--- config.mk ---
export PLATFORM = sky130hd
export DESIGN_NAME = tile_binner
export DESIGN_NICKNAME = d
export VERILOG_FILES = /design/src/rtl/tile_binner_pkg.sv /design/src/rtl/tbin_bbox.sv /design/src/rtl/tbin_list_store.sv /design/src/rtl/tbin_replay.sv /design/src/rtl/tile_binner.sv
export SDC_FILE = /design/constraint.sdc
export NUM_CORES = 1
export LEC_CHECK = 0
export BUFFER_PORTS_ARGS = -buffer_cell sky130_fd_sc_hd__buf_2
export CAP_MARGIN = 20
export CORE_MARGIN = 2
export CORE_UTILIZATION = 54
export CTS_CLUSTER_DIAMETER = 60
export CTS_CLUSTER_SIZE = 12
export DETAILED_ROUTE_END_ITERATION = 8
export PLACE_DENSITY_LB_ADDON = 0.08
export SYNTH_ARGS = -nofsm -noshare
export SYNTH_HDL_FRONTEND = slang
export SYNTH_SLANG_ARGS = --single-unit
--- constraint.sdc ---
create_clock -name clk -period 4.3 [get_ports clk]
set_input_delay 0.215 -clock clk [delete_from_list [all_inputs] [get_ports clk]]
set_output_delay 0.215 -clock clk [all_outputs]
set_load 0.005 [all_outputs]
--- src/rtl/tile_binner_pkg.sv ---
package tile_binner_pkg;
  localparam int TILE_XS = 5;   // 32-pixel tile width
  localparam int TILE_YS = 4;   // 16-pixel tile height

  typedef enum logic [1:0] {
    MK_START = 2'd0,
    MK_TRI   = 2'd1,
    MK_END   = 2'd2
  } mark_t;

  function automatic int min3(int a, int b, int c);
    int m;
    m = (a < b) ? a : b;
    return (m < c) ? m : c;
  endfunction

  function automatic int max3(int a, int b, int c);
    int m;
    m = (a > b) ? a : b;
    return (m > c) ? m : c;
  endfunction

  function automatic int clampi(int v, int lo, int hi);
    if (v < lo) return lo;
    if (v > hi) return hi;
    return v;
  endfunction
endpackage

--- src/rtl/tbin_bbox.sv ---
module tbin_bbox
  import tile_binner_pkg::*;
#(
  parameter int CW    = 12,
  parameter int SCR_W = 128,
  parameter int SCR_H = 64,
  parameter int COL_W = 2,
  parameter int ROW_W = 2
) (
  input  logic signed [CW-1:0] x0,
  input  logic signed [CW-1:0] y0,
  input  logic signed [CW-1:0] x1,
  input  logic signed [CW-1:0] y1,
  input  logic signed [CW-1:0] x2,
  input  logic signed [CW-1:0] y2,
  output logic                 onscreen,
  output logic [COL_W-1:0]     c_lo,
  output logic [COL_W-1:0]     c_hi,
  output logic [ROW_W-1:0]     r_lo,
  output logic [ROW_W-1:0]     r_hi
);
  int xmin, xmax, ymin, ymax;

  always_comb begin
    xmin = min3(int'(x0), int'(x1), int'(x2));
    xmax = max3(int'(x0), int'(x1), int'(x2));
    ymin = min3(int'(y0), int'(y1), int'(y2));
    ymax = max3(int'(y0), int'(y1), int'(y2));
    onscreen = (xmax >= 0) && (xmin < SCR_W) && (ymax >= 0) && (ymin < SCR_H);
    c_lo = COL_W'(clampi(xmin, 0, SCR_W-1) >>> TILE_XS);
    c_hi = COL_W'(clampi(xmax, 0, SCR_W-1) >>> TILE_XS);
    r_lo = ROW_W'(clampi(ymin, 0, SCR_H-1) >>> TILE_YS);
    r_hi = ROW_W'(clampi(ymax, 0, SCR_H-1) >>> TILE_YS);
  end
endmodule

--- src/rtl/tbin_list_store.sv ---
module tbin_list_store #(
  parameter int NT    = 16,
  parameter int DEPTH = 4,
  parameter int IDX_W = 8,
  parameter int TW    = 4,
  parameter int CNT_W = 3,
  parameter int PW    = 2
) (
  input  logic             clk,
  input  logic             rst_n,
  input  logic             clr,
  input  logic             wr_en,
  input  logic [TW-1:0]    wr_tile,
  input  logic [IDX_W-1:0] wr_idx,
  input  logic [TW-1:0]    rd_tile,
  input  logic [PW-1:0]    rd_pos,
  output logic [CNT_W-1:0] rd_count,
  output logic [IDX_W-1:0] rd_idx,
  output logic             overflow
);
  logic [CNT_W-1:0] cnt [NT];
  logic [IDX_W-1:0] mem [NT][DEPTH];
  logic             full_hit;

  assign full_hit = wr_en && (cnt[wr_tile] == CNT_W'(DEPTH));
  assign rd_count = cnt[rd_tile];
  assign rd_idx   = mem[rd_tile][rd_pos];

  always_ff @(posedge clk) begin
    if (!rst_n) begin
      for (int t = 0; t < NT; t++) cnt[t] <= '0;
      overflow <= 1'b0;
    end else if (clr) begin
      for (int t = 0; t < NT; t++) cnt[t] <= '0;
    end else if (wr_en) begin
      if (full_hit) overflow <= 1'b1;
      else          cnt[wr_tile] <= cnt[wr_tile] + CNT_W'(1);
    end
  end

  always_ff @(posedge clk) begin
    if (wr_en && !full_hit && !clr) mem[wr_tile][PW'(cnt[wr_tile])] <= wr_idx;
  end

  // a full list turns an append into an overflow
  assert_full_sets_flag_R4: assert property (@(posedge clk) disable iff (!rst_n)
    (full_hit && !clr) |=> overflow);
  // the flag never clears without reset
  assert_no_overflow_drop_R4: assert property (@(posedge clk) disable iff (!rst_n)
    !$fell(overflow));
  // clearing and appending never coincide
  assert_no_clr_write_R7: assert property (@(posedge clk) disable iff (!rst_n)
    !(clr && wr_en));
endmodule

--- src/rtl/tbin_replay.sv ---
module tbin_replay
  import tile_binner_pkg::*;
#(
  parameter int NT    = 16,
  parameter int COLS  = 4,
  parameter int COL_W = 2,
  parameter int ROW_W = 2,
  parameter int TW    = 4,
  parameter int CNT_W = 3,
  parameter int PW    = 2,
  parameter int IDX_W = 8
) (
  input  logic             clk,
  input  logic             rst_n,
  input  logic             start,
  input  logic [CNT_W-1:0] rd_count,
  input  logic [IDX_W-1:0] rd_idx,
  output logic [TW-1:0]    rd_tile,
  output logic [PW-1:0]    rd_pos,
  input  logic             out_ready,
  output logic             out_valid,
  output logic [1:0]       out_kind,
  output logic [COL_W-1:0] out_col,
  output logic [ROW_W-1:0] out_row,
  output logic [IDX_W-1:0] out_idx,
  output logic             done
);
  typedef enum logic [1:0] {P_IDLE, P_START, P_TRI, P_END} phase_t;
  phase_t           phase;
  logic [TW-1:0]    tile;
  logic [PW-1:0]    pos;
  logic [COL_W-1:0] col;
  logic [ROW_W-1:0] row;
  logic             xfer, last_pos;

  assign xfer     = out_valid && out_ready;
  assign last_pos = (CNT_W'(pos) + CNT_W'(1)) == rd_count;
  assign done     = xfer && (phase == P_END) && (tile == TW'(NT-1));

  always_comb begin
    out_valid = (phase != P_IDLE);
    out_col   = col;
    out_row   = row;
    out_idx   = (phase == P_TRI) ? rd_idx : '0;
    rd_tile   = tile;
    rd_pos    = pos;
    case (phase)
      P_TRI:   out_kind = MK_TRI;
      P_END:   out_kind = MK_END;
      default: out_kind = MK_START;
    endcase
  end

  always_ff @(posedge clk) begin
    if (!rst_n) begin
      phase <= P_IDLE;
      tile  <= '0;
      pos   <= '0;
      col   <= '0;
      row   <= '0;
    end else begin
      case (phase)
        P_IDLE: if (start) phase <= P_START;
        P_START: if (xfer) begin
          pos   <= '0;
          phase <= (rd_count == '0) ? P_END : P_TRI;
        end
        P_TRI: if (xfer) begin
          if (last_pos) phase <= P_END;
          else          pos   <= pos + PW'(1);
        end
        P_END: if (xfer) begin
          if (tile == TW'(NT-1)) begin
            phase <= P_IDLE;
            tile  <= '0;
            col   <= '0;
            row   <= '0;
          end else begin
            phase <= P_START;
            tile  <= tile + TW'(1);
            if (col == COL_W'(COLS-1)) begin
              col <= '0;
              row <= row + ROW_W'(1);
            end else begin
              col <= col + COL_W'(1);
            end
          end
        end
        default: phase <= P_IDLE;
      endcase
    end
  end

  // a stalled item holds every field
  assert_hold_on_stall_R9: assert property (@(posedge clk) disable iff (!rst_n)
    (out_valid && !out_ready) |=> (out_valid && $stable(out_kind) && $stable(out_col)
                                   && $stable(out_row) && $stable(out_idx)));
  // the tile walk stays inside the grid
  assert_tile_in_grid_R5: assert property (@(posedge clk) disable iff (!rst_n)
    int'(tile) < NT);
  // each end marker is followed by a start marker or by idle
  assert_end_then_start_R5: assert property (@(posedge clk) disable iff (!rst_n)
    (xfer && phase == P_END) |=> (phase == P_START || phase == P_IDLE));
endmodule

--- src/rtl/tile_binner.sv ---
module tile_binner
  import tile_binner_pkg::*;
#(
  parameter int SCR_W      = 128,
  parameter int SCR_H      = 64,
  parameter int CW         = 12,
  parameter int IDX_W      = 8,
  parameter int LIST_DEPTH = 4,
  localparam int COLS  = (SCR_W + (1 << TILE_XS) - 1) >> TILE_XS,
  localparam int ROWS  = (SCR_H + (1 << TILE_YS) - 1) >> TILE_YS,
  localparam int COL_W = (COLS > 1) ? $clog2(COLS) : 1,
  localparam int ROW_W = (ROWS > 1) ? $clog2(ROWS) : 1
) (
  input  logic                 clk,
  input  logic                 rst_n,
  input  logic                 in_valid,
  output logic                 in_ready,
  input  logic                 in_last,
  input  logic signed [CW-1:0] in_x0,
  input  logic signed [CW-1:0] in_y0,
  input  logic signed [CW-1:0] in_x1,
  input  logic signed [CW-1:0] in_y1,
  input  logic signed [CW-1:0] in_x2,
  input  logic signed [CW-1:0] in_y2,
  output logic                 out_valid,
  input  logic                 out_ready,
  output logic [1:0]           out_kind,
  output logic [COL_W-1:0]     out_col,
  output logic [ROW_W-1:0]     out_row,
  output logic [IDX_W-1:0]     out_idx,
  output logic                 overflow
);
  localparam int NT    = COLS * ROWS;
  localparam int TW    = (NT > 1) ? $clog2(NT) : 1;
  localparam int CNT_W = $clog2(LIST_DEPTH + 1);
  localparam int PW    = (LIST_DEPTH > 1) ? $clog2(LIST_DEPTH) : 1;

  typedef enum logic [1:0] {S_BIN, S_WALK, S_REPLAY} state_t;
  state_t state;

  logic             acc, onscreen, walk_end, replay_go, replay_done, wr_en;
  logic [COL_W-1:0] b_clo, b_chi, c_cur, c_lo, c_hi;
  logic [ROW_W-1:0] b_rlo, b_rhi, r_cur, r_hi;
  logic [IDX_W-1:0] next_idx, cur_idx;
  logic             last_q;
  logic [TW-1:0]    wr_tile, rd_tile;
  logic [PW-1:0]    rd_pos;
  logic [CNT_W-1:0] rd_count;
  logic [IDX_W-1:0] rd_idx;

  tbin_bbox #(.CW(CW), .SCR_W(SCR_W), .SCR_H(SCR_H), .COL_W(COL_W), .ROW_W(ROW_W)) u_bbox (
    .x0(in_x0), .y0(in_y0), .x1(in_x1), .y1(in_y1), .x2(in_x2), .y2(in_y2),
    .onscreen(onscreen), .c_lo(b_clo), .c_hi(b_chi), .r_lo(b_rlo), .r_hi(b_rhi));

  assign in_ready  = (state == S_BIN);
  assign acc       = in_valid && in_ready;
  assign wr_en     = (state == S_WALK);
  assign wr_tile   = TW'(int'(r_cur) * COLS + int'(c_cur));
  assign walk_end  = wr_en && (c_cur == c_hi) && (r_cur == r_hi);
  assign replay_go = (acc && !onscreen && in_last) || (walk_end && last_q);

  always_ff @(posedge clk) begin
    if (!rst_n) begin
      state    <= S_BIN;
      next_idx <= '0;
      cur_idx  <= '0;
      last_q   <= 1'b0;
      c_cur    <= '0;
      c_lo     <= '0;
      c_hi     <= '0;
      r_cur    <= '0;
      r_hi     <= '0;
    end else begin
      case (state)
        S_BIN: if (acc) begin
          cur_idx  <= next_idx;
          next_idx <= next_idx + IDX_W'(1);
          last_q   <= in_last;
          c_cur    <= b_clo;
          c_lo     <= b_clo;
          c_hi     <= b_chi;
          r_cur    <= b_rlo;
          r_hi     <= b_rhi;
          if (onscreen)    state <= S_WALK;
          else if (in_last) state <= S_REPLAY;
        end
        S_WALK: begin
          if (walk_end) begin
            state <= last_q ? S_REPLAY : S_BIN;
          end else if (c_cur == c_hi) begin
            c_cur <= c_lo;
            r_cur <= r_cur + ROW_W'(1);
          end else begin
            c_cur <= c_cur + COL_W'(1);
          end
        end
        S_REPLAY: if (replay_done) begin
          state    <= S_BIN;
          next_idx <= '0;
        end
        default: state <= S_BIN;
      endcase
    end
  end

  tbin_list_store #(.NT(NT), .DEPTH(LIST_DEPTH), .IDX_W(IDX_W), .TW(TW), .CNT_W(CNT_W), .PW(PW))
  u_store (
    .clk(clk), .rst_n(rst_n), .clr(replay_done), .wr_en(wr_en), .wr_tile(wr_tile),
    .wr_idx(cur_idx), .rd_tile(rd_tile), .rd_pos(rd_pos), .rd_count(rd_count),
    .rd_idx(rd_idx), .overflow(overflow));

  tbin_replay #(.NT(NT), .COLS(COLS), .COL_W(COL_W), .ROW_W(ROW_W), .TW(TW), .CNT_W(CNT_W),
                .PW(PW), .IDX_W(IDX_W)) u_replay (
    .clk(clk), .rst_n(rst_n), .start(replay_go), .rd_count(rd_count), .rd_idx(rd_idx),
    .rd_tile(rd_tile), .rd_pos(rd_pos), .out_ready(out_ready), .out_valid(out_valid),
    .out_kind(out_kind), .out_col(out_col), .out_row(out_row), .out_idx(out_idx),
    .done(replay_done));

  // accepting input and replaying never happen together
  assert_no_mix_R1: assert property (@(posedge clk) disable iff (!rst_n)
    in_ready |-> !out_valid);
  // an off-screen triangle causes no list write
  assert_offscreen_no_write_R3: assert property (@(posedge clk) disable iff (!rst_n)
    (acc && !onscreen) |=> !wr_en);
  // replay completion returns to binning
  assert_back_to_bin_R7: assert property (@(posedge clk) disable iff (!rst_n)
    replay_done |=> in_ready);
endmodule

# --- Word level (Yosys, flattened, before mapping) ---
# Memories as Yosys holds them, arrays and structs flattened. A register that Yosys moved wholly into a read port is not among the register bits.
# Cells that the tools add are included.
classes:
  n_addsub: 10
  magnitude_cmp: 23
  n_eq_ne: 23
  muxes: 108
  bitwise: 19
  reduce_logical: 39
op_table:
  columns: ["operator", "n"]
  rows:
  - ["32-bit two-way mux", 9]
  - ["32-bit by 1-bit < comparator with 1-bit output, second input constant", 4]
  - ["32-bit by 1-bit greater-or-equal comparator with 1-bit output, second input constant", 2]
  - ["32-bit by 12-bit > comparator with 1-bit output", 2]
  - ["32-bit by 7-bit > comparator with 1-bit output, second input constant", 2]
  - ["32-bit by 8-bit > comparator with 1-bit output, second input constant", 2]
  - ["32-bit by 12-bit < comparator with 1-bit output", 2]
  - ["3-bit two-way mux", 17]
  - ["2-bit two-way mux", 24]
  - ["8-bit two-way mux", 6]
  - ["7-bit two-way mux", 6]
  - ["6-bit two-way mux", 6]
  - ["32-bit by 8-bit < comparator with 1-bit output, second input constant", 1]
  - ["32-bit by 9-bit < comparator with 1-bit output, second input constant", 1]
  - ["1-bit two-way mux", 25]
  - ["12-bit > comparator", 2]
  - ["12-bit < comparator", 2]
  - ["4-bit two-way mux", 6]
  - ["8-bit binary-select mux with 2-bit select", 1]
  - ["8-bit demux with 2-bit select", 1]
  - ["1-bit logical AND", 16]
  - ["1-bit OR", 16]
  - ["2-bit one-hot mux with 2 select lines", 4]
  - ["8-bit one-hot mux with 2 select lines", 1]
  - ["other kinds (31)", 64]
word_totals:
  regBits: 42
  ramBits: 560
  output_inout_bits: 17
  n_memories: 2
memory_table:
  columns: ["memory", "words", "width", "rd", "rd_ports_with_merged_regs", "wr", "line_no", "rtl"]
  rows:
  - ["u_store.mem", 16, 32, 1, 1, 1, "tbin_list_store.sv:22", "logic [IDX_W-1:0] mem [NT][DEPTH];"]
  - ["u_store.cnt", 16, 3, 2, 1, 16, "tbin_list_store.sv:21", "logic [CNT_W-1:0] cnt [NT];"]

# --- Longest topological paths before layout ---
depth:
  ltp_word: 14
  mapped_depth: 22
  mapped_depth_nobuf: 19

# --- Hierarchy ---
# Synthesis repeated with hierarchy kept, for this count alone.
hier_totals:
  cells_unflattened: 1761
  area_unflattened_um2: 27667.8
by_module_without_submodules:
  columns: ["module", "n_inst", "cells_per_inst", "area_per_inst_um2", "seq_area_each_um2"]
  rows:
  - ["tbin_list_store", 1, 1116, 22656.7, 16836.1]
  - ["tbin_bbox", 1, 373, 2798.9, 0.0]
  - ["tile_binner", 1, 176, 1420.1, 580.6]
  - ["tbin_replay", 1, 96, 792.0, 240.2]

# --- Worst setup path before layout ---
# Ideal clock, no wire load.
synth_path:
  path_type: "input port to flip-flop"
  from: "input in_x1[11]"
  to: "register state[0]"
  t_arrival_ns: 3.927
  t_required_ns: 4.221
  slack_ns: 0.294
  stages: 17
  path_buffers: 0
  path_cell_list: "inv_1 -> ha_1 -> nand4_1 -> nor2_1 -> o21a_1 -> nor3_1 -> nor2_1 -> mux2_2 -> ha_1 -> a21o_1 -> a211oi_1 -> o2111ai_1 -> a31oi_1 -> or4_1 -> nand3_1 -> a2111o_1 -> a211oi_2"
synth_between:
  elab_chain_len: 11
synth_lines:
  columns: ["element", "line_no", "rtl"]
  rows:
  - ["from (decl)", "tile_binner.sv:21", "input logic signed [CW-1:0] in_x1,"]
  - ["12-bit > comparator / 12-bit < comparator (equally long branches)", "tile_binner_pkg.sv:19, tile_binner_pkg.sv:13", null]
  - ["32-bit two-way mux (on tied branches)", "tile_binner_pkg.sv:19, tile_binner_pkg.sv:13", null]
  - ["32-bit by 12-bit > comparator with 1-bit output / 32-bit by 12-bit < comparator with 1-bit output (equally long branches)", "tile_binner_pkg.sv:20, tile_binner_pkg.sv:14", null]
  - ["32-bit two-way mux (on tied branches)", "tile_binner_pkg.sv:20, tile_binner_pkg.sv:14", null]
  - ["32-bit by 1-bit greater-or-equal comparator with 1-bit output / 32-bit by 9-bit < comparator with 1-bit output (equally long branches)", "tbin_bbox.sv:29", "onscreen = (xmax >= 0) && (xmin < SCR_W) && (ymax >= 0) && (ymin < SCR_H);"]
  - ["1-bit logical AND (*) (3 in a row)", "tbin_bbox.sv:29", null]
  - ["2-bit two-way mux", "tile_binner.sv:84", "if (onscreen) state <= S_WALK;"]
  - ["2-bit two-way mux", "tile_binner.sv:75", "S_BIN: if (acc) begin"]
  - ["2-bit one-hot mux with 3 select lines", "tile_binner.sv:74", "case (state)"]
  - ["to (signal assigned)", "tile_binner.sv:89", "state <= last_q ? S_REPLAY : S_BIN;"]
  - ["to (decl)", "tile_binner.sv:39", "state_t state;"]
# Every way passes the cells marked *; elsewhere a longest branch is shown, timed or not. The select of a mux whose other input is x is not followed.
# A chain may end at the register's enable or synchronous reset.

# --- Final worst setup path ---
layout_path:
  from: "register c_cur[1]"
  to: "memory u_store.mem[6][21] (netlist name) (enable)"
layout_between:
  elab_chain_len: 9
layout_lines:
  columns: ["element", "line_no", "rtl"]
  rows:
  - ["from (decl)", "tile_binner.sv:42", "logic [COL_W-1:0] b_clo, b_chi, c_cur, c_lo, c_hi;"]
  - ["from (signal assigned)", "tile_binner.sv:79", "c_cur <= b_clo;"]
  - ["from (signal assigned)", "tile_binner.sv:91", "c_cur <= c_lo;"]
  - ["from (signal assigned)", "tile_binner.sv:94", "c_cur <= c_cur + COL_W'(1);"]
  - ["4-bit by 2-bit adder with 4-bit output (*)", "tile_binner.sv:58", "assign wr_tile = TW'(int'(r_cur) * COLS + int'(c_cur));"]
  - ["parallel branches: the longest is 8 deep, another holds memory 16 x 3 bit", null, null]
  - ["to (decl)", "tbin_list_store.sv:22", null]
# Every way passes the cells marked *.

==> flow_summary.yaml <==
synth:
  async_reset_ff_share_pct: 0
  synth_edf_count: 560
  yosysWarnings: 0
  synth-seq-area-share_pct: 64.91
  syn_avg_cell_area_um2: 16.36
  synthesis.nets: 1841
  synth_flop_cell: "edfxtp_1"
  synth.distinct_cells: 66
  ys_seq_elements: 606
  syn_inst: 1670
  syn_area_um2: 27330
cells_and_area:
  layout_commonest_cell: "edfxtp_1"
  syn_to_final_growth_pct: 11.90
  nNetsFinal: 1989
  fillers: 3812
  final-seq-area_um2: 17760
  drive_gt1_share_pct: 25.03
  final_cell_mix: "560 x edfxtp_1, 195 x mux4_2, 155 x nor2_1"
  multi_input_area_um2: 9041
  fin_area_um2: 30580
setup_path:
  crit_chain: "mux4_2, mux4_2, and2_1, nor3_1, buf_4, nand2_1, nor2_1"
  worstRegToRegCells: 7
  rr_endpoint: "u_store.mem[6][21]$_DFFE_PP_"
  crit_family: "simple AND/OR/NAND/NOR gates"
  crit_top_cell: "mux4_2"
  cp-start-kind: "flip-flop"
  critPathSlowestCell: "nor2_1"
  r2r-start: "c_cur[1]$_SDFFE_PN0P_"
  cp_data_required_time_ps: 4520
  path_buf_inv: 1
  end_kind: "flip-flop"
  crit_fanout: 17
  crit_type: "reg2reg"
  crit_arrival_ps: 4290
  max_stage_delay_ps: 890
  worst-r2r-setup-slack_ps: 230
detailed_routing:
  ant_nets: 0
  drcViolationCount: 0
  dr_total_vias: 15340
  firstDrtPassIters: 7
  drt_iter0_markers: 1290
  wl_per_cell_um: 25.29
  drt-vias-per-instance: 6.098
  drt-total-wl_um: 63610
placed_design:
  port_buffers: 93
  globalplace.congestion: 0.8763
  placedInstanceArea_um2: 28960
  pre_cts_ws_ps: -328.0
  place_hpwl_um: 42730
power:
  p_leak_nw: 9.947
  powerDensity_nw_per_um2: 401.6
  ir_worst_vdd_v: 0.0003207
sta:
  hold_viol: 0
  max_slew_margin_pct: 31.08
  fin_worst_skew_ps: 21.95
  finalSetupTns_ps: 0
  rsz0062_at_grt: "false"
  period_needed_ps: 4074
  post-route-period-util_pct: 94.75
  tightest_slew_ps: 1030
  setup_ws_ps: 225.9
  setup_viol: 0
  fmax_ghz: 0.2455
  drv_slew: 0
hold_path:
  hold_start: "in_valid"
  hold_path_class: "in2reg"
  holdPathEnd: "r_cur[1]$_SDFFE_PN0P_"
  min_path_cells: 4
cts:
  insertion_delay_ps: 610
  h-tree-depth: 2
  cts_setup_buffers: 0
  clk_pin_slew_ps: 60
  clockRootBuffer: "clkbuf_16"
  cts_buffers: 58
  cts_sinks: 606
  cts_tree: "built"
  ctsLongestPathBuffers: 3
grt:
  grt_usage_pct: 24.89
  grt_max_degree: 66
  grt.overflow.total: 0
  grt_pass1_wl_um: 97830
  first_global_vias: 15800
  antenna_found_initial: 2
floorplan:
  start_util_pct: 54.58
  row_count: 82
  dieHeight_um: 229.0
  ioPinCount: 94
  die_area_um2: 52420
  chipWidth_um: 229.0
  core_area_um2: 50070
job:
  maxCapViolCount: 0
outcome:
  outcome: "completed"
[metal layers]
metal / GRT usage [%] / vias to the layer above / share of wire (%)
met5: 0 / - / 0
met4: 6.108 / 0 / 2.1
met3: 3.194 / 84 / 5.1
met2: 41.88 / 433 / 50
met1: 34.95 / 7939 / 43
li1: - / 6880 / -
[power breakdown]
group	internal [W]	switching, W
registers	0.00645	0.0000597
logic	0.000505	0.000747
clock network	0.00245	0.00207
[registers in the layout (all words and copies together) (netlist names), 4 cells and up, named ones only]
name              flops
u_replay.rd_tile      4
next_idx              8
u_store.cnt          48
cur_idx               8
u_store.mem         512
[synth_stat cells, types with 14 or more instances]
cell type / n / area [µm²]
inv_1: 65 / 244.0
mux2i_1: 17 / 170.2
clkbuf_1: 51 / 191.4
nand2_1: 116 / 435.4
buf_1: 20 / 75.07
o21ai_0: 43 / 215.2
o21a_1: 19 / 142.6
and2_1: 16 / 100.1
nand4_1: 22 / 137.6
edfxtp_1: 560 / 16820
o21ai_1: 20 / 100.1
nor2_1: 156 / 585.6
nor2b_1: 14 / 87.58
a21oi_1: 42 / 210.2
dfxtp_1: 46 / 920.9
mux4_2: 195 / 4392
nand3_1: 22 / 110.1
ha_1: 94 / 1176
[stage by stage]
step	std cells	util, %	hold WS [ps]	total power (W)
floorplan	1670	-	373.9	0.007421
global placement	2428	57.83	443.3	0.007854
detailed placement	2428	57.83	449.4	0.007872
CTS	2514	61.06	47.46	0.01236
global route	2515	61.07	90.80	0.01271
finish	2515	61.07	98.59	0.01228
[cells by family after synthesis]
logic type	after synthesis	synth area share, %
xor+xnor	17	0.5448
buf+inv	144	2.037
simple gates	398	6.630
flops	606	64.91
mux	223	17.15
compound gates	188	4.432
fa+ha+maj	94	4.304
[repair_timing]
item | in CTS | in global routing
setup endpoints to repair | 0 | 2
hold buffers | 2 | 0
endpoints found under the hold margin | 2 | 0
resized for setup | 0 | 1
[final cells by class]
| type | instances | share of cell area (%) |
|---|---|---|
| Sequential cell | 606 | 58.07 |
| Clock inverter | 8 | 0.2578 |
| Antenna cell | 1 | 0.008184 |
| Tap cell | 672 | 2.750 |
| Inverter | 70 | 0.8593 |
| Timing Repair Buffer | 162 | 3.519 |
| Clock buffer | 76 | 4.967 |
| Multi-Input combinational cell | 920 | 29.57 |
[how the worst max path moves through the flow]
| stage | startpoint | endpoint | cells after the start |
|---|---|---|---|
| 6_report | c_cur[1]$_SDFFE_PN0P_ | u_store.mem[6][21]$_DFFE_PP_ | 7 |
| 5_1_grt | c_cur[1]$_SDFFE_PN0P_ | u_store.mem[11][19]$_DFFE_PP_ | 7 |
| 4_1_cts | flip-flop | out_idx[1] | 6 |
| 3_5_place_dp | in_x1[9] | u_replay.phase[1]$_SDFFE_PN0P_ | 19 |
| 3_3_place_gp | in_x1[10] | u_replay.phase[0]$_SDFFE_PN0P_ | 20 |
| 2_1_floorplan | in_x1[11] | state[0]$_SDFFE_PN0P_ | 17 |
[worst register-to-register path, cell delays in order, from the launching register on]
cell and delay (ps):
dfxtp_1 880, mux4_2 460, mux4_2 510, and2_1 220, nor3_1 170, buf_4 180, nand2_1 370, nor2_1 890
(Power assumes the default switching activity.)
